File: config.mk
export PLATFORM = sky130hd
export DESIGN_NAME = slowdown_fair_eval
export DESIGN_NICKNAME = d
export VERILOG_FILES = /design/src/rtl/sd_eval_pkg.sv /design/src/rtl/sd_recip_unit.sv /design/src/rtl/sd_extrema.sv /design/src/rtl/slowdown_fair_eval.sv
export SDC_FILE = /design/constraint.sdc
export NUM_CORES = 2
export LEC_CHECK = 0
export BUFFER_PORTS_ARGS = -buffer_cell sky130_fd_sc_hd__buf_2
export CORE_MARGIN = 4
export CORE_UTILIZATION = 50
export CTS_BUF_LIST = sky130_fd_sc_hd__clkbuf_8 sky130_fd_sc_hd__clkbuf_16
export DETAILED_ROUTE_END_ITERATION = 6
export PLACE_DENSITY_LB_ADDON = 0.3
export SETUP_SLACK_MARGIN = 0.4
export SYNTH_ARGS = -nofsm -noshare
export SYNTH_HDL_FRONTEND = slang
export SYNTH_HIERARCHICAL = 1
export SYNTH_SLANG_ARGS = --single-unit
File: constraint.sdc
create_clock -name clk -period 78.2 [get_ports clk]
set_input_delay 7.82 -clock clk [delete_from_list [all_inputs] [get_ports clk]]
set_output_delay 7.82 -clock clk [all_outputs]
set_load 0.02 [all_outputs]
File: src/rtl/sd_eval_pkg.sv
package sd_eval_pkg;
  typedef enum logic {EV_THRU = 1'b0, EV_FAIR = 1'b1} ev_mode_e;

  function automatic int unsigned wider(input int unsigned a, input int unsigned b);
    return (a > b) ? a : b;
  endfunction
endpackage

File: src/rtl/sd_recip_unit.sv
module sd_recip_unit #(
  parameter int TW = 12,
  parameter int MB = 4,
  parameter int FB = 6,
  localparam int SDW = TW + FB
) (
  input  logic           clk,
  input  logic           rst,
  input  logic [TW-1:0]  shared_i,
  input  logic [TW-1:0]  alone_i,
  output logic [SDW-1:0] sd_o
);
  localparam int LW = $clog2(TW);
  localparam int RW = FB + 2;
  localparam int PW = TW + RW;
  localparam int NE = 1 << MB;

  logic [TW-1:0] a_eff;
  logic [LW-1:0] lead;
  logic [MB-1:0] mant;
  logic [RW-1:0] rtab [NE];
  logic [PW-1:0] prod;

  // reciprocal table: 2^(MB+FB) / mantissa, computed at elaboration
  for (genvar k = 0; k < NE; k++) begin : g_rtab
    assign rtab[k] = RW'((1 << (MB + FB)) / ((k == 0) ? 1 : k));
  end

  assign a_eff = (alone_i == '0) ? TW'(1) : alone_i;

  always_comb begin
    lead = '0;
    for (int i = 0; i < TW; i++) begin
      if (a_eff[i]) lead = LW'(i);
    end
  end

  always_comb begin
    if (int'(lead) >= MB - 1) mant = MB'(a_eff >> (int'(lead) - (MB - 1)));
    else                      mant = MB'(a_eff << ((MB - 1) - int'(lead)));
  end

  assign prod = PW'(shared_i) * PW'(rtab[mant]);
  assign sd_o = SDW'(prod >> (int'(lead) + 1));


  sd_bound_chk: assert property (@(posedge clk) disable iff (rst)
    sd_o <= (SDW'(shared_i) << FB));
endmodule

File: src/rtl/sd_extrema.sv
module sd_extrema #(
  parameter int NTHR = 4,
  parameter int VW   = 21,
  localparam int IDW = (NTHR > 1) ? $clog2(NTHR) : 1
) (
  input  logic               clk,
  input  logic               rst,
  input  logic [NTHR*VW-1:0] val_i,
  input  logic [NTHR-1:0]    act_i,
  output logic               any_o,
  output logic               multi_o,
  output logic [IDW-1:0]     max_id_o,
  output logic [VW-1:0]      max_v_o,
  output logic [VW-1:0]      min_v_o
);
  always_comb begin
    any_o    = 1'b0;
    multi_o  = 1'b0;
    max_id_o = '0;
    max_v_o  = '0;
    min_v_o  = '1;
    for (int t = 0; t < NTHR; t++) begin
      if (act_i[t]) begin
        if (any_o) multi_o = 1'b1;
        if (!any_o || val_i[t*VW +: VW] > max_v_o) begin
          max_v_o  = val_i[t*VW +: VW];
          max_id_o = IDW'(t);
        end
        if (val_i[t*VW +: VW] < min_v_o) min_v_o = val_i[t*VW +: VW];
        any_o = 1'b1;
      end
    end
    if (!any_o) min_v_o = '0;
  end


  hot_is_active_chk: assert property (@(posedge clk) disable iff (rst)
    any_o |-> act_i[max_id_o]);


  max_ge_min_chk: assert property (@(posedge clk) disable iff (rst)
    any_o |-> (max_v_o >= min_v_o));


  none_active_chk: assert property (@(posedge clk) disable iff (rst)
    (act_i == '0) |-> (!any_o && !multi_o && max_v_o == '0));
endmodule

File: src/rtl/slowdown_fair_eval.sv
module slowdown_fair_eval
  import sd_eval_pkg::*;
#(
  parameter int NTHR = 4,
  parameter int TW   = 12,
  parameter int WW   = 3,
  parameter int THW  = 12,
  parameter int MB   = 4,
  parameter int FB   = 6,
  localparam int IDW = (NTHR > 1) ? $clog2(NTHR) : 1,
  localparam int WSW = TW + FB + WW
) (
  input  logic                 clk,
  input  logic                 rst,
  input  logic [NTHR*TW-1:0]   shared_t,
  input  logic [NTHR*TW-1:0]   alone_t,
  input  logic [NTHR*WW-1:0]   weight,
  input  logic [NTHR-1:0]      active,
  input  logic [THW-1:0]       thresh,
  input  logic                 upd_stb,
  output logic                 fair_mode,
  output logic [IDW-1:0]       hot_id,
  output logic [WSW-1:0]       hot_sd
);
  localparam int SDW  = TW + FB;
  localparam int CMPW = WSW + int'(wider(THW, FB)) + 1;

  logic [NTHR*WSW-1:0] wsd_flat;
  logic                any, multi;
  logic [IDW-1:0]      max_id;
  logic [WSW-1:0]      max_v, min_v;
  logic [CMPW-1:0]     lhs, rhs;
  ev_mode_e            nxt_mode;

  for (genvar t = 0; t < NTHR; t++) begin : g_thr
    logic [SDW-1:0] sd;
    logic [WW-1:0]  w_eff;

    sd_recip_unit #(.TW(TW), .MB(MB), .FB(FB)) u_rcp (
      .clk      (clk),
      .rst      (rst),
      .shared_i (shared_t[t*TW +: TW]),
      .alone_i  (alone_t[t*TW +: TW]),
      .sd_o     (sd)
    );

    assign w_eff = (weight[t*WW +: WW] == '0) ? WW'(1) : weight[t*WW +: WW];
    assign wsd_flat[t*WSW +: WSW] = WSW'(sd) * WSW'(w_eff);
  end

  sd_extrema #(.NTHR(NTHR), .VW(WSW)) u_ext (
    .clk      (clk),
    .rst      (rst),
    .val_i    (wsd_flat),
    .act_i    (active),
    .any_o    (any),
    .multi_o  (multi),
    .max_id_o (max_id),
    .max_v_o  (max_v),
    .min_v_o  (min_v)
  );

  assign lhs      = CMPW'(max_v) << FB;
  assign rhs      = CMPW'(thresh) * CMPW'(min_v);
  assign nxt_mode = (multi && lhs >= rhs) ? EV_FAIR : EV_THRU;

  always_ff @(posedge clk) begin
    if (rst) begin
      fair_mode <= 1'b0;
      hot_id    <= '0;
      hot_sd    <= '0;
    end else if (upd_stb) begin
      fair_mode <= (nxt_mode == EV_FAIR);
      hot_id    <= max_id;
      hot_sd    <= max_v;
    end
  end


  hold_no_strobe_chk: assert property (@(posedge clk) disable iff (rst)
    !upd_stb |=> ($stable(fair_mode) && $stable(hot_id) && $stable(hot_sd)));


  few_active_chk: assert property (@(posedge clk) disable iff (rst)
    (upd_stb && $countones(active) < 2) |=> !fair_mode);


  low_thresh_chk: assert property (@(posedge clk) disable iff (rst)
    (upd_stb && $countones(active) >= 2 && int'(thresh) <= (1 << FB)) |=> fair_mode);
endmodule

; ---- After elaboration in Yosys (flattened, before gate mapping)
; Memory sizes are Yosys's and may differ from the RTL's.
; Cells that the tools add are included.
[op_classes]
n_addsub = 12
multipliers = 9
n_lt_le_gt_ge = 16
n_shift = 12
muxes = 97
n_bitwise = 4
reduce_logical = 15
[ops]
columns = cell, n
row1 = $mux 21, 16
row2 = $shl 12x32->4, 4
row3 = $shr 12x32->4, 4
row4 = $shr 20x32->18, 4
row5 = $mul 18x3->21, 4
row6 = $mul 12x8->20, 4
row7 = $mux 4, 20
row8 = $mux 8, 8
row9 = $gt 21x21->1, 3
row10 = $lt 21x21->1, 3
row11 = $mux 3, 20
row12 = $logic_not 12->1, 4
row13 = $mux 12, 4
row14 = $ge 27x33->1, 1
row15 = $mul 12x21->33, 1
row16 = $mux 2, 13
row17 = $lt 21x21->1 const B, 1
row18 = $add 4x1->5 const B, 4
row19 = $ge 5x5->1 const B, 4
row20 = $not 4->5, 4
row21 = $sub 2x4->5 const A, 4
row22 = $sub 4x2->5 const B, 4
row23 = $ge 4x2->1 const B, 4
row24 = $mux 1, 16
row25 = 4 further kinds, 11
[word_totals]
register_bits = 24
romBits = 512
in_bits = 127
output_inout_bits = 24
wordCells = 172
mem_count = 4
[mem_list]
columns = name, words, word_bits, read_ports, rd_ports_with_merged_regs, wr, line
row1 = (name not given), 16, 8, 1, 0, 0, sd_recip_unit.sv:43  ; assign prod = PW'(shared_i) * PW'(rtab[mant]);
row2 = (name not given), 16, 8, 1, 0, 0, sd_recip_unit.sv:43
row3 = (name not given), 16, 8, 1, 0, 0, sd_recip_unit.sv:43
row4 = (name not given), 16, 8, 1, 0, 0, sd_recip_unit.sv:43

; ---- Logic depth before layout (Yosys ltp)
[logic_depth]
depth_word = 40
depth_mapped = 116
mapped_depth_nobuf = 106

; ---- Cells and area by module
; Netlist, hierarchy kept.
[modules_own_cells]
columns = mod, n_inst, cells_each, area_per_inst_um2, seq_area_each_um2
row1 = slowdown_fair_eval, 1, 1895, 14986.9, 480.5
row2 = sd_recip_unit at g_thr[0].u_rcp ..., 3, 645, 4724.5, 0.0
row3 = sd_recip_unit at g_thr[3].u_rcp, 1, 713, 5418.9, 0.0
row4 = sd_extrema, 1, 770, 5362.6, 0.0

; ---- Worst setup path after synthesis
; OpenSTA, ideal clock, no wires.
[synth_timing]
path_type = input to register
from = input port alone_t[9]
to = register fair_mode
setup_ps = 57
arrival_ps = 31227
slack_ps = 46915
stages = 108
path_cell_list = buf_2 -> or2_1 -> a2111oi_1 -> nor2_1 -> buf_2 -> inv_2 -> buf_1 -> ha_1 -> o21ai_2 -> and2_1 -> buf_4 -> a21o_1 -> o21a_1 -> a221o_1 -> buf_2 -> o32ai_1 -> buf_2 -> nand2_1 -> (+72 left out) -> ha_1 -> o21ai_0 -> a21oi_1 -> a221oi_2 -> o211ai_1 -> a31oi_1 -> o21bai_1 -> a21o_1 -> a21oi_1 -> xor2_1 -> ha_1 -> o211ai_1 -> nor3_1 -> a21oi_1 -> a2111oi_2 -> o2111ai_1 -> nor3_1 -> a31o_2
[synth_via]
elab_chain_len = 40
[synth_lines]
columns = element, line
row1 = from (decl), slowdown_fair_eval.sv:16  ; input logic [NTHR*TW-1:0] alone_t,
row2 = $logic_not 12->1, sd_recip_unit.sv:29  ; assign a_eff = (alone_i == '0) ? TW'(1) : alone_i;
row3 = $mux 12 *, sd_recip_unit.sv:29
row4 = $mux 1, sd_recip_unit.sv:34  ; if (a_eff[i]) lead = LW'(i);
row5 = $mux 2 (2 in series), sd_recip_unit.sv:34
row6 = $mux 3 (4 in series), sd_recip_unit.sv:34
row7 = $mux 4 (4 in series), sd_recip_unit.sv:34
row8 = $sub 2x4->5 / $sub 4x2->5 (equally long branches), "sd_recip_unit.sv:40, sd_recip_unit.sv:39"
row9 = $shl 12x32->4 / $shr 12x32->4 (equally long branches), "sd_recip_unit.sv:40, sd_recip_unit.sv:39"
row10 = (+7 left out), -
row11 = via g_thr[0].sd[3], slowdown_fair_eval.sv:36  ; logic [SDW-1:0] sd;
row12 = (+1 left out), -
row13 = via wsd_flat[13], slowdown_fair_eval.sv:28  ; logic [NTHR*WSW-1:0] wsd_flat;
row14 = (+10 left out), -
row15 = $mux 21, sd_extrema.sv:29  ; if (val_i[t*VW +: VW] < min_v_o) min_v_o = val_i[t*VW +: VW];
row16 = $mux 21 *, sd_extrema.sv:23  ; if (act_i[t]) begin
row17 = $mux 21 *, sd_extrema.sv:33  ; if (!any_o) min_v_o = '0;
row18 = via min_v[7], slowdown_fair_eval.sv:31  ; logic [WSW-1:0] max_v, min_v;
row19 = $mul 12x21->33 *, slowdown_fair_eval.sv:64  ; assign rhs = CMPW'(thresh) * CMPW'(min_v);
row20 = $ge 27x33->1 *, slowdown_fair_eval.sv:65  ; assign nxt_mode = (multi && lhs >= rhs) ? EV_FAIR : EV_THRU;
row21 = $logic_and 1x1->1 *, slowdown_fair_eval.sv:65
row22 = $mux 1 *, slowdown_fair_eval.sv:65
row23 = to (signal assigned), slowdown_fair_eval.sv:73  ; fair_mode <= (nxt_mode == EV_FAIR);
row24 = to (decl), slowdown_fair_eval.sv:21  ; output logic fair_mode,
; The timed path passes the listed nets; every way through them passes the cells marked *. The select of a mux whose other input is x is not followed.
; A chain may end at the register's enable or synchronous reset.

; ---- Worst setup path in the final report
[layout_timing]
from = input port alone_t[8]
to = register fair_mode
; The elaborated chain is that of the path after synthesis.

==> load_flow_metrics.sql <==
INSERT INTO impl_metrics (metric_group, metric, value, unit) VALUES
('timing', 'worst_pin_slew', '1200', 'ps'),
('timing', 'slew_violations', '0', ''),
('detailed_routing', 'iteration_count_of_the_initial_detailed_routing_pass', '6', ''),
('finish', 'fin_nets', '6298', ''),
('setup_path', 'crit_arrival', '35880', 'ps'),
('die', 'chipWidth', '291', 'um'),
('detailed_routing', 'via_per_inst', '5.92', ''),
('placed_design', 'port_buffers', '150', ''),
('logic_synthesis', 'ys_top_cells_by_count', '856 x sky130_fd_sc_hd__nand2_1, 683 x sky130_fd_sc_hd__inv_1, 498 x sky130_fd_sc_hd__fa_1, 458 x sky130_fd_sc_hd__ha_1, 317 x sky130_fd_sc_hd__nor2_1', ''),
('detailed_routing', 'route.detailed.drc', '0', ''),
('setup_path', 'worst-r2r-setup-slack', '77400', 'ps'),
('timing', 'setup_ws', '42560', 'ps'),
('setup_path', 'worst-endpoint-required', '78430', 'ps'),
('grt', 'global_route_wire_length_before_repair', '184', 'mm'),
('finish', 'finish.instance_area', '41200', 'um2'),
('finish', 'area_delta_synth_final', '3.09', '%'),
('placed_design', 'place_ws', '42730', 'ps'),
('logic_synthesis', 'ys.warnings.count', '6', ''),
('grt', 'grt.busiest_layer', 'met2', ''),
('die', 'num_io_pins', '151', ''),
('setup_path', 'worst_setup_path_endpoint', 'fair_mode', ''),
('die', 'rows', '103', ''),
('logic_synthesis', 'synth_top_cell_by_area', 'sky130_fd_sc_hd__fa_1', ''),
('detailed_routing', 'post_drt_wl_per_cell', '17.6', 'um'),
('die', 'core_area', '79100', 'um2'),
('logic_synthesis', 'synth_async_sr_flop_share', '0', '%'),
('logic_synthesis', 'syn-instance-count', '5313', ''),
('clocking', 'cts_tree', 'done', ''),
('grt', 'gr-usage-met1', '35.1', '%'),
('timing', 'rsz_0062_raised_after_global_routing', 'no', ''),
('grt', 'gr-total-overflow', '0', ''),
('setup_path', 'critical_path_capture_point_type', 'register', ''),
('logic_synthesis', 'synthDistinctLibCells', '110', ''),
('setup_path', 'critical_path_start_type', 'input pin', ''),
('logic_synthesis', 'synth-seq-cells', '24', ''),
('clocking', 'clockBufferDepth', '2', ''),
('timing', 'maxSlewHeadroom', '19.7', '%'),
('worst_hold_path', 'timing.hold.worst.class', 'register to register', ''),
('die', 'effective_utilization_at_floorplan', '50.5', '%'),
('clocking', 'cts-resized-gates', '0', ''),
('setup_path', 'worst_r2r_path_depth', '2', ''),
('setup_path', 'critical-path-top-delay-family', 'compound AO/OA/AOI/OAI gates', ''),
('timing', 'finClkSkew', '0', 'ps'),
('placed_design', 'placed_area', '41100', 'um2'),
('logic_synthesis', 'ys_seq_area_share', '1.20', '%'),
('die', 'die_y', '291', 'um'),
('clocking', 'clk_pin_slew_worst_paths', '80', 'ps'),
('logic_synthesis', 'synth.avg_cell_area', '7.52', 'um2'),
('setup_path', 'delay_contributed_by_the_slowest_stage_of_the_critical_path', '890', 'ps'),
('logic_synthesis', 'synthFlopType', 'sky130_fd_sc_hd__dfxtp_1', ''),
('timing', 'setup_violations', '0', ''),
('setup_path', 'timing.critical_path.fanout_max', '42', ''),
('timing', 'final_hold_viol_count', '0', ''),
('logic_synthesis', 'synth-edff-count', '0', ''),
('timing', 'maxClockFrequency', '28.1', 'MHz'),
('detailed_routing', 'drt.antenna.violating_nets', '0', ''),
('detailed_routing', 'finalWirelength', '110', 'mm'),
('logic_synthesis', 'synth_fp_nets', '6396', ''),
('grt', 'global_route.usage.met3', '2.03', '%'),
('logic_synthesis', 'synth_top_area_share', '25.0', '%'),
('outcome', 'outcome', 'finished, final reports clean', ''),
('setup_path', 'timing.critical_path.depth', '101', ''),
('detailed_routing', 'detailedRoute.firstIterationViolations', '2654', ''),
('grt', 'antenna_found_initial', '6', ''),
('placed_design', 'dp.final_hpwl', '91.0', 'mm'),
('timing', 'setup-tns-final', '0', 'ps'),
('grt', 'grt_use_total', '25.5', '%'),
('timing', 'post-route-min-period', '35640', 'ps'),
('timing', 'layout_worst_path_cycle_share', '45.6', '%'),
('setup_path', 'critPathBufInv', '11', ''),
('finish', 'final_core_utilization', '52.0', '%');
[kinds of logic after synthesis]
| group | after synthesis | share of synthesized area (%) |
|---|---|---|
| simple gates | 1881 | 22.2 |
| flops | 24 | 1.20 |
| mux | 142 | 3.84 |
| xor+xnor | 139 | 3.07 |
| buf+inv | 991 | 9.79 |
| fa+ha+maj | 957 | 39.3 |
| compound gates | 1179 | 20.6 |
[cell usage in the layout, fill, tap and decap left out, drive strengths merged, types with 64 or more instances in the layout]
cell    Yosys  final
ha        458    458
xnor2      75     75
nand3      99     99
nand2     856    856
and2      209    209
nor3       97     97
nor2      321    321
a21o       89     89
buf       138    196
inv       690    690
mux2i     113    113
a211oi     76     76
xor2       64     64
fa        498    498
o21ai     240    240
a21oi     262    262
[worst min-delay path, cell delays in order (launching register included)]
cell,delay [ps]
sky130_fd_sc_hd__dfxtp_1,330
sky130_fd_sc_hd__mux2i_1,60
sky130_fd_sc_hd__nor2_1,70
[layout make-up]
type	count	area (um2)
antenna	4	10.0
multi-input combinational	4298	35600
inverter	692	2600
fill	7786	38000
clock buffer	3	75.1
tap	1050	1310
timing repair buffer	196	1100
clock inverter	1	30.0
sequential	24	480
[state kept, by name, indices dropped and copies added, names as in the netlist]
name	count
hot_id	2
hot_sd	21
fair_mode	1
[per-stage QoR]
step / std cells / hold WS, ps
after floorplan: 5313 / 584
after global placement: 6260 / 470
after detailed placement: 6260 / 480
after CTS: 6264 / 500
after global routing: 6266 / 540
final: 6268 / 498
[metal layers]
| metal | routed length [um] | up-vias |
|---|---|---|
| li1 | - | 17841 |
| met1 | 48300 | 17847 |
| met3 | 6070 | 219 |
| met2 | 52000 | 1206 |
| met5 | 13 | - |
| met4 | 3790 | 2 |
[worst min path at each step]
| stage | from | endpoint | slack (ps) | cells after the start |
|---|---|---|---|---|
| after floorplan | hot_id[1] | hot_id[1] | 580 | 2 |
| after global placement | hot_sd[18] | hot_sd[18] | 470 | 2 |
| after detailed placement | hot_sd[2] | hot_sd[2] | 480 | 2 |
| after CTS | hot_sd[2] | hot_sd[2] | 500 | 2 |
| after global routing | hot_sd[18] | hot_sd[18] | 540 | 2 |
| final | hot_sd[2] | hot_sd[2] | 500 | 2 |
Power is left out: the tool's default activity adds up to more than one toggle a clock period on the data nets, which glitch-free logic cannot reach.
